File: config.mk
export PLATFORM = sky130hd
export DESIGN_NAME = gate_oe_gen
export DESIGN_NICKNAME = d
export VERILOG_FILES = /design/src/rtl/gate_oe_pkg.sv /design/src/rtl/gate_oe_timebase.sv /design/src/rtl/gate_oe_lane.sv /design/src/rtl/gate_oe_gen.sv
export SDC_FILE = /design/constraint.sdc
export NUM_CORES = 1
export LEC_CHECK = 0
export BUFFER_PORTS_ARGS = -buffer_cell sky130_fd_sc_hd__buf_2
export CORE_MARGIN = 2
export CORE_UTILIZATION = 40
export DETAILED_ROUTE_END_ITERATION = 10
export PLACE_DENSITY = 0.54
export SLEW_MARGIN = 0
export SYNTH_ARGS = -nofsm -noshare
export SYNTH_HDL_FRONTEND = slang
export SYNTH_SLANG_ARGS = --single-unit
export TNS_END_PERCENT = 10
File: constraint.sdc
create_clock -name clk_i -period 3.9 [get_ports clk_i]
set_input_delay 0.195 -clock clk_i [delete_from_list [all_inputs] [get_ports clk_i]]
set_output_delay 0.195 -clock clk_i [all_outputs]
set_load 0.005 [all_outputs]
File: src/rtl/gate_oe_pkg.sv
package gate_oe_pkg;
  // lane k reads bitmap at (pos - k*sub) mod pat_w; expressed as an add-offset
  function automatic int unsigned lane_offset(int unsigned lane, int unsigned sub,
                                              int unsigned pat_w);
    return (pat_w - ((lane * sub) % pat_w)) % pat_w;
  endfunction
endpackage

File: src/rtl/gate_oe_timebase.sv
module gate_oe_timebase #(
  parameter int unsigned PAT_W = 48,
  parameter int unsigned PRE_W = 8,
  localparam int unsigned POS_W = $clog2(PAT_W)
) (
  input  logic             clk_i,
  input  logic             rst_ni,
  input  logic             en_i,
  input  logic [PRE_W-1:0] presc_i,
  output logic             wrap_o,
  output logic [POS_W-1:0] pos_o
);
  logic [PRE_W-1:0] pre_q;
  logic [POS_W-1:0] pos_q;
  logic             tick;

  assign tick   = en_i && (pre_q >= presc_i);
  assign wrap_o = tick && (pos_q == POS_W'(PAT_W - 1));
  assign pos_o  = pos_q;

  always_ff @(posedge clk_i or negedge rst_ni) begin
    if (!rst_ni) begin
      pre_q <= '0;
      pos_q <= '0;
    end else if (!en_i) begin
      pre_q <= '0;
      pos_q <= '0;
    end else if (tick) begin
      pre_q <= '0;
      pos_q <= wrap_o ? '0 : pos_q + 1'b1;
    end else begin
      pre_q <= pre_q + 1'b1;
    end
  end

  p_pos_range_r2: assert property (@(posedge clk_i) disable iff (!rst_ni)
    pos_q < POS_W'(PAT_W));
  p_hold_r3: assert property (@(posedge clk_i) disable iff (!rst_ni)
    (en_i && !tick) |=> $stable(pos_q));
  p_wrap_zero_r3: assert property (@(posedge clk_i) disable iff (!rst_ni)
    wrap_o |=> (pos_q == '0));
  p_fast_step_r4: assert property (@(posedge clk_i) disable iff (!rst_ni)
    (en_i && presc_i == '0) |=> (pos_q != $past(pos_q)));
  p_clear_r7: assert property (@(posedge clk_i) disable iff (!rst_ni)
    !en_i |=> (pos_q == '0 && pre_q == '0));
endmodule

File: src/rtl/gate_oe_lane.sv
module gate_oe_lane #(
  parameter int unsigned PAT_W = 48,
  parameter int unsigned SUB   = 16,
  parameter int unsigned LANE  = 0,
  localparam int unsigned POS_W = $clog2(PAT_W)
) (
  input  logic             clk_i,
  input  logic             rst_ni,
  input  logic             en_i,
  input  logic             wrap_i,
  input  logic             wr_i,
  input  logic [PAT_W-1:0] wr_data_i,
  input  logic [POS_W-1:0] pos_i,
  output logic             oe_o
);
  localparam int unsigned OFS = gate_oe_pkg::lane_offset(LANE, SUB, PAT_W);

  logic [PAT_W-1:0] shadow_q, active_q;
  logic [POS_W:0]   sum;
  logic [POS_W-1:0] idx;
  logic             oe_q;

  assign sum  = {1'b0, pos_i} + (POS_W+1)'(OFS);
  assign idx  = (sum >= (POS_W+1)'(PAT_W)) ? POS_W'(sum - (POS_W+1)'(PAT_W)) : sum[POS_W-1:0];
  assign oe_o = oe_q;

  always_ff @(posedge clk_i or negedge rst_ni) begin
    if (!rst_ni) begin
      shadow_q <= '0;
      active_q <= '0;
      oe_q     <= 1'b0;
    end else begin
      if (wr_i) shadow_q <= wr_data_i;
      // swap only at pattern boundary so no pass mixes two bitmaps
      if (wrap_i || !en_i) active_q <= shadow_q;
      oe_q <= en_i && active_q[idx];
    end
  end

  p_swap_at_wrap_r6: assert property (@(posedge clk_i) disable iff (!rst_ni)
    (en_i && !wrap_i) |=> $stable(active_q));
  p_idx_range_r2: assert property (@(posedge clk_i) disable iff (!rst_ni)
    idx < POS_W'(PAT_W));
endmodule

File: src/rtl/gate_oe_gen.sv
module gate_oe_gen #(
  parameter int unsigned PAT_W   = 48,
  parameter int unsigned SUB     = 16,
  parameter int unsigned NUM_OUT = 3,
  parameter int unsigned PRE_W   = 8,
  localparam int unsigned POS_W  = $clog2(PAT_W),
  localparam int unsigned SUB_W  = $clog2(SUB),
  localparam int unsigned SEL_W  = $clog2(NUM_OUT)
) (
  input  logic               clk_i,
  input  logic               rst_ni,
  input  logic               en_i,
  input  logic [PRE_W-1:0]   presc_i,
  input  logic               phase_inv_i,
  input  logic               wr_en_i,
  input  logic [SEL_W-1:0]   wr_sel_i,
  input  logic [PAT_W-1:0]   wr_data_i,
  output logic               line_clk_o,
  output logic [NUM_OUT-1:0] gate_oe_o
);
  logic             wrap;
  logic [POS_W-1:0] pos;
  logic             line_q;

  gate_oe_timebase #(.PAT_W(PAT_W), .PRE_W(PRE_W)) i_timebase (
    .clk_i   (clk_i),
    .rst_ni  (rst_ni),
    .en_i    (en_i),
    .presc_i (presc_i),
    .wrap_o  (wrap),
    .pos_o   (pos)
  );

  for (genvar g = 0; g < NUM_OUT; g++) begin : g_lane
    gate_oe_lane #(.PAT_W(PAT_W), .SUB(SUB), .LANE(g)) i_lane (
      .clk_i     (clk_i),
      .rst_ni    (rst_ni),
      .en_i      (en_i),
      .wrap_i    (wrap),
      .wr_i      (wr_en_i && (wr_sel_i == SEL_W'(g))),
      .wr_data_i (wr_data_i),
      .pos_i     (pos),
      .oe_o      (gate_oe_o[g])
    );
  end

  // high for the first half of each line period in default phase
  always_ff @(posedge clk_i or negedge rst_ni) begin
    if (!rst_ni) line_q <= 1'b0;
    else         line_q <= en_i && (!pos[SUB_W-1] ^ phase_inv_i);
  end
  assign line_clk_o = line_q;

  p_off_low_r7: assert property (@(posedge clk_i) disable iff (!rst_ni)
    !en_i |=> (gate_oe_o == '0 && !line_clk_o));
  p_line_rise_r5: assert property (@(posedge clk_i) disable iff (!rst_ni)
    (en_i && !phase_inv_i && pos == '0) |=> line_clk_o);
endmodule

Word-level counts from Yosys, hierarchy flattened
Cells that the tools add are included.
Storage, ports and cells
  register bits: 306
  word-level logic and storage cells: 58
  output and inout bits: 4
  bits of input ports: 63
Operators by class
  bitwise logic cells: 1
  equal/unequal tests: 4
  add/subtract/negate cells: 7
  magnitude comparators: 7
  muxes and demuxes: 14
  reduce and logical (&&, ||, !) cells: 13
Operators by type and width (number)
  $mux 6: 6
  $lt 6x7->1 const B: 3
  $bmux 1 s6: 3
  $sub 6x6->6 const B: 3
  $mux 8: 2
  $ge 7x6->1 const B: 2
  $logic_and 1x1->1: 9
  $add 8x1->8 const B: 1
  $ge 8x8->1: 1
  $add 6x5->7 const B: 1
  $add 6x6->7 const B: 1
  $add 6x1->6 const B: 1
  $eq 6x6->1 const B: 1
  $ge 6x6->1 const B: 1
  $mux 1: 3
  $eq 2x1->1 const B: 1
  $eq 2x2->1 const B: 1
  $logic_not 1->1: 2
  $logic_not 2->1: 1
  $ne 2x1->1 const B: 1
  $logic_or 1x1->1: 1
  $xor 1x1->1: 1

Logic depth before layout (Yosys ltp)
  depth after elaboration: 6
  mapped depth: 10
  gate-level depth less buffers: 8

Cells and area by module
A second synthesis with hierarchy kept.
Unflattened totals
  cell total of the unflattened synthesis: 822
  area, all modules: 13057.5 um^2
By module, submodules not included
  gate_oe_lane at g_lane[1].i_lane ...: cells an instance 240, instances 2, sequential area each 2427.3 um^2, area each 4031.4 um^2
  gate_oe_lane at g_lane[0].i_lane: cells an instance 245, instances 1, sequential area each 2427.3 um^2, area each 4047.6 um^2
  gate_oe_timebase: cells an instance 91, instances 1, sequential area each 350.3 um^2, area each 882.1 um^2
  gate_oe_gen: cells an instance 6, instances 1, sequential area each 25.0 um^2, area each 65.1 um^2

Worst setup path after synthesis
Ideal clock, no wire load.
  path kind: register to register
  start point: register i_timebase.pre_q[0]
  end point: register g_lane[0].i_lane.active_q[45]
  path buffers: 2
  period minus slack after synthesis: 2.269 ns
  stages on the path, launching flop included: 11
  arrival time: 2.144 ns
  path slack: 1.631 ns
  required time: 3.775 ns
  library setup time: 0.125 ns
  path through: dfrtp_1 inv_1 ha_1 nand2b_1 a21oi_1 o21ai_1 a221oi_2 o21ai_2 buf_6 buf_6 mux2_4
On the way
  longest elaborated chain between the ends: 4
Ends and longest elaborated chain
  start, declared: RTL line gate_oe_timebase.sv:13  | logic [PRE_W-1:0] pre_q;
  start signal, assigned: RTL line gate_oe_timebase.sv:32  | pre_q <= pre_q + 1'b1;
  $ge 8x8->1: RTL line gate_oe_timebase.sv:17  | assign tick = en_i && (pre_q >= presc_i);
  $logic_and 1x1->1: RTL line gate_oe_timebase.sv:17
  $logic_and 1x1->1: RTL line gate_oe_timebase.sv:18  | assign wrap_o = tick && (pos_q == POS_W'(PAT_W - 1));
  $logic_or 1x1->1: RTL line gate_oe_lane.sv:35  | if (wrap_i || !en_i) active_q <= shadow_q;
  end signal, assigned: RTL line gate_oe_lane.sv:35
  end, declared: RTL line gate_oe_lane.sv:18  | logic [PAT_W-1:0] shadow_q, active_q;
No other way between the ends.
A chain may end at the register's enable or synchronous reset.

Worst setup path after layout
  start point: register i_timebase.pre_q[0]
  end point: register g_lane[1].i_lane.active_q[15]
On the way
  longest elaborated chain between the ends: 4
Ends and longest elaborated chain (RTL line)
  $ge 8x8->1: gate_oe_timebase.sv:17
  $logic_and 1x1->1: gate_oe_timebase.sv:17
  $logic_and 1x1->1: gate_oe_timebase.sv:18
  $logic_or 1x1->1: gate_oe_lane.sv:35
  end signal, assigned: gate_oe_lane.sv:35
  end, declared: gate_oe_lane.sv:18
No other way between the ends.

==> results.toml <==
[worst_setup_path]
cpMaxStageDelayCell = "dfrtp_1"
start_kind = "flop"
cp_cell_sequence = "inv_1 -> ha_1 -> nand2b_1 -> a21oi_1 -> o21ai_1 -> a221oi_2 -> buf_4 -> o21ai_4 -> buf_12 -> mux2_2"
worstPathRequired_ps = 4290
path_max_fanout = 84
crit_arrival_ps = 3120
worst_path_largest_cell_delay_ps = 430
crit_type = "flop to flop"
endpoint_kind = "flop"

[route]
drtIter0Drc = 377
dr_total_vias = 7082
routed_via_density = 5.06
postRouteAntennaNets = 0
dr.pass1.iters = 4
wl_per_cell_um = 18.9
drc = 0
postRouteWirelength_um = 26400

[floorplanning]
die_area_um2 = 34200
die_h_um = 185
core_area_um2 = 32400
num_io_pins = 67
die_w_um = 185
initial_core_util_pct = 40.5
row_count = 66

[final_layout]
utilization_pct = 47.9
fillers = 2911
layout-drive-gt1-share_pct = 47.8
fin_area_um2 = 15500
final_nets = 1011
areaGrowthSynthToFinish_pct = 18.1
insertedDiodeCount = 0

[grt]
antenna_found_initial = 0
grt_pass1_wl_um = 43200
grt_usage_pct = 16.2
grt_pass1_vias = 7434
grt-ovfl-total = 0
grt_max_degree = 114

[yosys]
synthArstFlopShare_pct = 100
ys_warn_count = 0
yosys_most_used_dff = "dfrtp_1"
synth-seq-cells = 306
synth-edff-count = 0
yosys.area.top_type = "dfrtp_1"
synth.area.top_cells = "dfrtp_1, mux2_2, mux2_4"
synth_top_area_share_pct = 58.4
synth_top_cells_by_count = "dfrtp_1, mux2_2, mux2_4"
synth.avg_cell_area_um2 = 16.0
yosysMostFrequentCell = "dfrtp_1"
netlist_area_um2 = 13100
seq_area_frac_synth_pct = 58.4
synth_cell_types = 45
syn_nets = 895
synth_cells = 819

[clock_tree]
clkSinkCount = 306
tritoncts = "done"
root_buffer = "clkbuf_16"
path_clk_slew_ps = 60
numCtsBuffers = 35
clockBufferDepth = 3
clk_latency_ps = 510
cts_max_level = 2

[job]
maxCapViolations = 0

[hold_path]
min_path_type = "input pin to flop"

[timing]
setup_viol = 0
min_period_ps = 2730
timing.final.crit_share_pct = 70.1
rsz0062_at_grt = "no"
max_freq_mhz = 366
hold_viol_final = 0
fin_skew_ps = 8.79
slew-limit-headroom_pct = 40.8
tightest_slew_ps = 887
finalSetupTns_ps = 0
final-max-slew-violation-count = 0

[placed_design]
gp_routability_congestion = 0.727
dp_hpwl_um = 15600
port_buffers = 66
post_dp_cell_area_um2 = 13900

[outcome]
outcome = "complete, no violations"

[power]
p_int_mw = 6.51
seqPwrFrac_pct = 49.0
p_leak_nw = 6.76
powerDensity_nw_per_um2 = 549
power_switching_share_pct = 23.5
clkPwrFrac_pct = 36.9
ir_drop_mv = 0.321
comb_power_share_pct = 14.2
p_switching_mw = 1.99
==> cell type report <==
class	instances	area, um^2	area share [%]
repair buffers	127	981	6.33
clock buffers	55	1070	6.93
flip-flops and latches	306	7660	49.4
inverters	12	45.0	0.291
multi-input cells	453	5150	33.3
clock inverters	5	28.8	0.186
well taps	442	553	3.57
==> timing repair <==
action | in CTS | in global routing
endpoints found under the hold margin | 251 | 0
resized for setup | 0 | 0
hold buffers | 48 | 0
buffers inserted | 0 | 0
==> through the flow <==
| step | setup WS (ps) | std cells | power [mW] | hold WS [ps] |
|---|---|---|---|---|
| 2_1_floorplan | 1630 | 819 | 5.01 | -101 |
| 3_3_place_gp | 1230 | 1292 | 5.37 | 357 |
| 3_5_place_dp | 1190 | 1292 | 5.41 | 353 |
| 4_1_cts | 1180 | 1400 | 8.63 | 12.3 |
| 5_1_grt | 1010 | 1400 | 8.94 | 26.6 |
| 6_report | 1170 | 1400 | 8.50 | 44.5 |
==> power groups by stage <==
| stage | logic [mW] | registers, mW | clock network [mW] |
|---|---|---|---|
| finish | 1.20 | 4.16 | 3.13 |
| detailed placement | 1.19 | 4.22 | 0 |
| global route | 1.32 | 4.25 | 3.37 |
| CTS | 1.23 | 4.17 | 3.23 |
| global placement | 1.16 | 4.21 | 0 |
| floorplan | 0.928 | 4.08 | 0 |
==> metal layers <==
metal,track usage (%),share of wire (%)
met2,24.4,45
met4,4.44,1.9
met1,24.5,50
met5,0,0
met3,2.48,3.3
==> cells in the final DEF (no fill, tap or decap), types with 10 or more instances in the layout <==
| cell | Yosys | final |
|---|---|---|
| a21oi_1 | 10 | 10 |
| clkbuf_16 | 0 | 37 |
| nor2_1 | 13 | 13 |
| mux2_2 | 228 | 228 |
| buf_2 | 14 | 65 |
| inv_1 | 12 | 12 |
| nand2_1 | 17 | 17 |
| dfrtp_1 | 306 | 305 |
| dlygate4sd3_1 | 0 | 48 |
| ha_1 | 13 | 13 |
| mux2_4 | 60 | 60 |
| mux4_2 | 35 | 35 |
| clkbuf_1 | 18 | 10 |
==> sequential cells by signal, indices dropped and copies added (netlist names) <==
register / flops
g_lane.i_lane.oe_o: 3
g_lane.i_lane.shadow_q: 144
line_clk_o: 1
g_lane.i_lane.active_q: 144
i_timebase.pre_q: 8
i_timebase.pos_o: 6
==> worst paths after layout <==
check / from / to / slack (ps) / cells past startpoint
worst max-delay path: i_timebase.pre_q[0] / g_lane[1].i_lane.active_q[15] / 1170 / 10
worst min-delay path: wr_data_i[44] / g_lane[1].i_lane.shadow_q[44] / 40 / 2
worst max register to register: i_timebase.pre_q[0] / g_lane[1].i_lane.active_q[15] / 1170 / 10
worst min register to register: g_lane[0].i_lane.shadow_q[3] / g_lane[0].i_lane.active_q[3] / 490 / 1
max in group asynchronous: rst_ni / g_lane[0].i_lane.shadow_q[32] / 2520 / 3
min in group asynchronous: rst_ni / g_lane[0].i_lane.shadow_q[1] / 350 / 2
==> kinds of logic after synthesis <==
group / Yosys count / synth area share, %
xor+xnor: 7 / 0.468
flops: 306 / 58.4
compound gates: 41 / 2.08
simple gates: 64 / 2.56
mux: 328 / 32.8
buf+inv: 60 / 2.42
fa+ha+maj: 13 / 1.24
==> critical path: cells and delay by family (launching register included) <==
| family | cells | cell delay [ps] |
|---|---|---|
| adder cells (fa/ha/maj) | 1 | 260 |
| AO/OA/AOI/OAI | 4 | 570 |
| flip-flops | 1 | 430 |
| AND/OR/NAND/NOR | 1 | 90 |
| multiplexers | 1 | 410 |
| buffers and inverters | 3 | 660 |
(Power assumes the default switching activity.)
